<file path="src/rtl/sem_pkg.sv">
package sem_pkg;
   typedef enum logic [1:0] {
      OWN_NONE  = 2'd0,
      OWN_LEFT  = 2'd1,
      OWN_RIGHT = 2'd2
   } owner_e;
endpackage

</file>
<file path="src/rtl/sem_token.sv">
module sem_token #(
   parameter bit TIE_LEFT = 1'b1
) (
   input  logic clk,
   input  logic rst_n,
   input  logic l_wr,
   input  logic l_bit,
   input  logic r_wr,
   input  logic r_bit,
   output logic l_flag,
   output logic r_flag
);
   import sem_pkg::*;

   localparam owner_e TIE_WINNER = TIE_LEFT ? OWN_LEFT : OWN_RIGHT;

   logic   l_req_q, r_req_q;   // active low: 0 means request pending
   logic   l_req_d, r_req_d;
   owner_e own_q, own_d;

   assign l_req_d = l_wr ? l_bit : l_req_q;
   assign r_req_d = r_wr ? r_bit : r_req_q;

   always_comb begin
      own_d = own_q;
      unique case (own_q)
         OWN_NONE: begin
            if (!l_req_d && !r_req_d) own_d = TIE_WINNER;
            else if (!l_req_d)        own_d = OWN_LEFT;
            else if (!r_req_d)        own_d = OWN_RIGHT;
         end
         OWN_LEFT: begin
            if (l_req_d) own_d = r_req_d ? OWN_NONE : OWN_RIGHT;
         end
         OWN_RIGHT: begin
            if (r_req_d) own_d = l_req_d ? OWN_NONE : OWN_LEFT;
         end
         default: own_d = OWN_NONE;
      endcase
   end

   always_ff @(posedge clk) begin
      if (!rst_n) begin
         l_req_q <= 1'b1;
         r_req_q <= 1'b1;
         own_q   <= OWN_NONE;
      end else begin
         l_req_q <= l_req_d;
         r_req_q <= r_req_d;
         own_q   <= own_d;
      end
   end

   assign l_flag = (own_q != OWN_LEFT);
   assign r_flag = (own_q != OWN_RIGHT);
endmodule

</file>
<file path="src/rtl/sem_port_ctrl.sv">
module sem_port_ctrl #(
   parameter int NUM_TOKENS = 8,
   parameter int DATA_W     = 18,
   localparam int SEL_W     = $clog2(NUM_TOKENS)
) (
   input  logic                  clk,
   input  logic                  rst_n,
   input  logic                  sem_sel,
   input  logic                  ram_en,
   input  logic [SEL_W-1:0]      addr,
   input  logic                  wr,
   input  logic                  oe,
   input  logic [NUM_TOKENS-1:0] flags,
   output logic [NUM_TOKENS-1:0] wr_vec,
   output logic [DATA_W-1:0]     rdata
);
   logic access, rd_act, rd_act_q, cap_q;

   assign access = sem_sel && !ram_en;
   assign rd_act = access && oe;

   for (genvar i = 0; i < NUM_TOKENS; i++) begin : g_wr
      assign wr_vec[i] = access && wr && (addr == SEL_W'(i));
   end

   always_ff @(posedge clk) begin
      if (!rst_n) begin
         rd_act_q <= 1'b0;
         cap_q    <= 1'b1;
      end else begin
         rd_act_q <= rd_act;
         if (rd_act && !rd_act_q) cap_q <= flags[addr];
      end
   end

   assign rdata = rd_act_q ? {DATA_W{cap_q}} : '0;
endmodule

</file>
<file path="src/rtl/sem_token_bank.sv">
module sem_token_bank #(
   parameter int NUM_TOKENS = 8,
   parameter int DATA_W     = 18,
   parameter bit TIE_LEFT   = 1'b1,
   localparam int SEL_W     = $clog2(NUM_TOKENS)
) (
   input  logic              clk,
   input  logic              rst_n,
   input  logic              l_sem_sel,
   input  logic              l_ram_en,
   input  logic [SEL_W-1:0]  l_addr,
   input  logic              l_wr,
   input  logic              l_oe,
   input  logic              l_wdata,
   output logic [DATA_W-1:0] l_rdata,
   input  logic              r_sem_sel,
   input  logic              r_ram_en,
   input  logic [SEL_W-1:0]  r_addr,
   input  logic              r_wr,
   input  logic              r_oe,
   input  logic              r_wdata,
   output logic [DATA_W-1:0] r_rdata
);
   if (NUM_TOKENS < 2 || (1 << SEL_W) != NUM_TOKENS) begin : g_bad_tokens
      $error("NUM_TOKENS must be a power of two of at least 2");
   end
   if (DATA_W < 1) begin : g_bad_width
      $error("DATA_W must be at least 1");
   end

   logic [NUM_TOKENS-1:0] l_flags, r_flags, l_wr_vec, r_wr_vec;

   sem_port_ctrl #(.NUM_TOKENS(NUM_TOKENS), .DATA_W(DATA_W)) l_port_i (
      .clk(clk), .rst_n(rst_n), .sem_sel(l_sem_sel), .ram_en(l_ram_en),
      .addr(l_addr), .wr(l_wr), .oe(l_oe), .flags(l_flags),
      .wr_vec(l_wr_vec), .rdata(l_rdata));

   sem_port_ctrl #(.NUM_TOKENS(NUM_TOKENS), .DATA_W(DATA_W)) r_port_i (
      .clk(clk), .rst_n(rst_n), .sem_sel(r_sem_sel), .ram_en(r_ram_en),
      .addr(r_addr), .wr(r_wr), .oe(r_oe), .flags(r_flags),
      .wr_vec(r_wr_vec), .rdata(r_rdata));

   for (genvar t = 0; t < NUM_TOKENS; t++) begin : g_tok
      sem_token #(.TIE_LEFT(TIE_LEFT)) tok_i (
         .clk(clk), .rst_n(rst_n),
         .l_wr(l_wr_vec[t]), .l_bit(l_wdata),
         .r_wr(r_wr_vec[t]), .r_bit(r_wdata),
         .l_flag(l_flags[t]), .r_flag(r_flags[t]));
   end
endmodule

</file>
<file path="config.mk">
export PLATFORM = sky130hd
export DESIGN_NAME = sem_token_bank
export DESIGN_NICKNAME = d
export VERILOG_FILES = /design/src/rtl/sem_pkg.sv /design/src/rtl/sem_token.sv /design/src/rtl/sem_port_ctrl.sv /design/src/rtl/sem_token_bank.sv
export SDC_FILE = /design/constraint.sdc
export NUM_CORES = 1
export LEC_CHECK = 0
export CORE_UTILIZATION = 50
export CTS_BUF_LIST = sky130_fd_sc_hd__clkbuf_16
export CTS_CLUSTER_SIZE = 40
export DETAILED_ROUTE_END_ITERATION = 6
export MAX_ROUTING_LAYER = met4
export PLACE_DENSITY = 0.82
export RECOVER_POWER = 50
export SYNTH_ARGS = -nofsm -noshare
export SYNTH_HDL_FRONTEND = slang
export SYNTH_HIERARCHICAL = 1
export SYNTH_SLANG_ARGS = --single-unit
export TNS_END_PERCENT = 20
</file>
<file path="constraint.sdc">
create_clock -name clk -period 1.8 [get_ports clk]
set_input_delay 0.27 -clock clk [delete_from_list [all_inputs] [get_ports clk]]
set_output_delay 0.27 -clock clk [all_outputs]
set_load 0.1 [all_outputs]
</file>
==> impl_results.md <==
* HP Class: input port to register
* Fraction of layout cells with a size suffix above 1 at 30.4%
* Mapped Cells at 204
* Final Hold Fails at 0
* H-tree lvl count at 2
* Worst slew margin at 73.0%
* Ys Warns at 6
* Port Buffers at 53
* Total setup buffers inserted after CTS at 0
* Root Buffer: clkbuf_16
* Initial DRT Pass Iterations at 4
* Post-synthesis sequential area ratio at between 30% and 40%
* Placed cell areas at about 0.0027 mm2
* WL final at 4770 um
* Fin. max-slew vios at 0
* Most frequent cells in the layout: buf_12 (38), dfxtp_1 (36), nor2_1 (22)
* Max-cap viol count at 0
* Slowest-stage cell, CP: clkdlybuf4s50_1
* Clock Latency Late Sink at 0.28 ns
* CTS tree: done
* Initial core utilization at 54.1%
* Crit Path Class: input port to register
* Final setup margin at between 0.05 and 0.06 ns
* Leak at roughly 1.1 nW
* Final setup vio count at 0
* Die area at between 0.004 and 0.005 mm2
* CP max FO at 4
* Synth unique cells at 24
* Core footprint at roughly 0.0035 mm2
* Total gr overflow at 0
* Drc violations at 0
* Cell chain of the critical path: clkdlybuf4s50_1, nor2b_1, nand3_1, nor2_1, mux2i_1, or2_1, a21oi_2
* Syn_area_per_cell at 9.20 um2
* Die X at 63.3 um
* IO Pins at 54
* PwrDens at 717 mW/mm2
* Clock tree buffer depth at 2
* Gpl congestion at 0.809
* First-pass GRT wire length at roughly 7600 um
* Peak supply drop at ~700 uV
* Hold-fix buffers, CTS at 0
* Worst hold slack at about 0.44 ns
* Worst Clk Skew at 0.00350 ns
* Critical path required time at 1.96 ns
* RSZ-0062 raised after global routing: true
* FILL cells at 206
* Reg2reg setup slack at around 0.4 ns
* Worst Tran Pin Value at 0.403 ns
* Fmax at ~570 MHz
* Clock transition at path regs at 0.05 ns
* Setup TNS after final layout at 0 ns
* Nets at 257
* Vias per inst at 5.42
* Post-route ant nets at 0
* Rows at 21
* Final HPWL from detailed placement at 3300 um
* Largest net degree at the start of global routing at 21
* Slowest stage delay, CP at roughly 0.51 ns
* Num CTS Buffers at 5
* Worst setup EP type: register
* Crit start category: input port
* WL per Instance at 16.7 um
* Final Critical Period at approximately 1.7 ns
* Synthesized area at 0.00188 mm2
* Worst path arrival time at 1.90 ns
* Vias in the first global route at 1,533
* Syn-to-layout area delta at 50.7%
* Setup WS pre-CTS at -0.237 ns
* # diodes at 0
* DR vias at 1,551
* Mapped Nets at 222
* Most common cell after layout, fill and taps aside: buf_12
* Synthesis-stage register bit count at 36
* Crit share post-route at 96.7%
* DIE HEIGHT at ~63 um
* Initial antenna violation count at 0
* Design Area, Final at around 0.0028 mm2
* 1st-iter DRT viols at 61
* Outcome: finished, final reports clean
* Total track usage at between 20% and 30%
* CTS sink count at 36
## cell families (layout without fill, tap and decap cells)
group	Yosys count	after routing	share of synthesized area, %
flip-flops	36	36	38.4
multiplexers	22	22	13.2
AO/OA/AOI/OAI	20	20	8.80
AND/OR/NAND/NOR	88	88	24.3
buffers and inverters	38	74	15.3
## cell usage after synthesis
cell / number / share of area, %
o311ai_1: 2 / 0.93
buf_2: 2 / 0.53
nand2b_1: 18 / 6.0
buf_4: 34 / 14
dfxtp_1: 36 / 38
buf_6: 2 / 1.2
nor3b_1: 2 / 0.80
nand3b_1: 2 / 0.80
nor3_1: 4 / 1.1
or2_1: 8 / 2.7
nand4bb_1: 2 / 1.2
o21a_1: 8 / 3.2
nor2_1: 22 / 4.4
a31o_1: 2 / 0.93
nand2_1: 20 / 4.0
mux2_2: 2 / 1.2
and2_1: 2 / 0.67
mux2i_1: 18 / 9.6
nand3_1: 2 / 0.53
nor2b_1: 2 / 0.67
or2b_1: 2 / 0.80
and3_1: 2 / 0.67
mux4_2: 2 / 2.4
a21oi_2: 8 / 3.7
## what timing repair did
action                                  4_1_cts  5_1_grt
endpoints found under the setup margin        0       15
gates resized for setup                       0        7
endpoints found under the hold margin         0        0
## sequential cells by signal (all words and copies together) (netlist names)
signal	flops
g_tok.tok_i/l_req_q	8
g_tok.tok_i/own_q	16
g_tok.tok_i/r_req_q	8
l_port_i/cap_q	1
l_port_i/rd_act_q	1
r_port_i/cap_q	1
r_port_i/rd_act_q	1
## report_power, final
part	internal [mW]	switching [mW]	leakage [nW]
Sequential	0.807	0.00435	0.291
Combinational	0.159	0.255	0.729
Clock	0.501	0.303	0.0710
## worst paths after layout
kind | start | endpoint | cells after the start
min reg2reg | r_port_i/cap_q | r_port_i/cap_q | 2
max reg2reg | g_tok[3].tok_i/own_q[1] | l_port_i/cap_q | 4
max | l_sem_sel | g_tok[6].tok_i/own_q[1] | 7
min | r_ram_en | r_port_i/rd_act_q | 3
## worst max-delay path, delay by kind of cell
kind | cells | cell delay, ns
muxes | 1 | 0.26
AOI/OAI and AO/OA | 1 | 0.06
and+or+nand+nor | 4 | 0.80
buffers and inverters | 1 | 0.51
## per-stage QoR
step                      std cells  utilization (%)  total power, mW
after global placement          278             76.7             1.23
after floorplan                 204                -             1.08
final                           286             81.5             2.03
after CTS                       286             80.7             2.04
after detailed placement        278             76.7             1.23
after global routing            286             81.5             2.09
## cell type report
type / instances / area, um2 / share of cell area [%]
Multi-Input combinational cell: 130 / 892 / 31.5
Sequential cell: 36 / 721 / 25.5
Clock inverter: 3 / 13.8 / 0.487
Timing Repair Buffer: 66 / 1020 / 36.0
Clock buffer: 5 / 125 / 4.42
Tap cell: 46 / 57.6 / 2.04
## layer usage
metal | vias up | share of wire [%] | GRT usage [%] | wire (um)
met5 | - | 0 | - | 0
met4 | 0 | 2.0 | 9.94 | 93
met3 | 12 | 8.1 | 7.43 | 384
met2 | 87 | 46 | 42.5 | 2210
met1 | 729 | 43 | 29.2 | 2070
li1 | 723 | - | - | -
(Power assumes the default switching activity.)
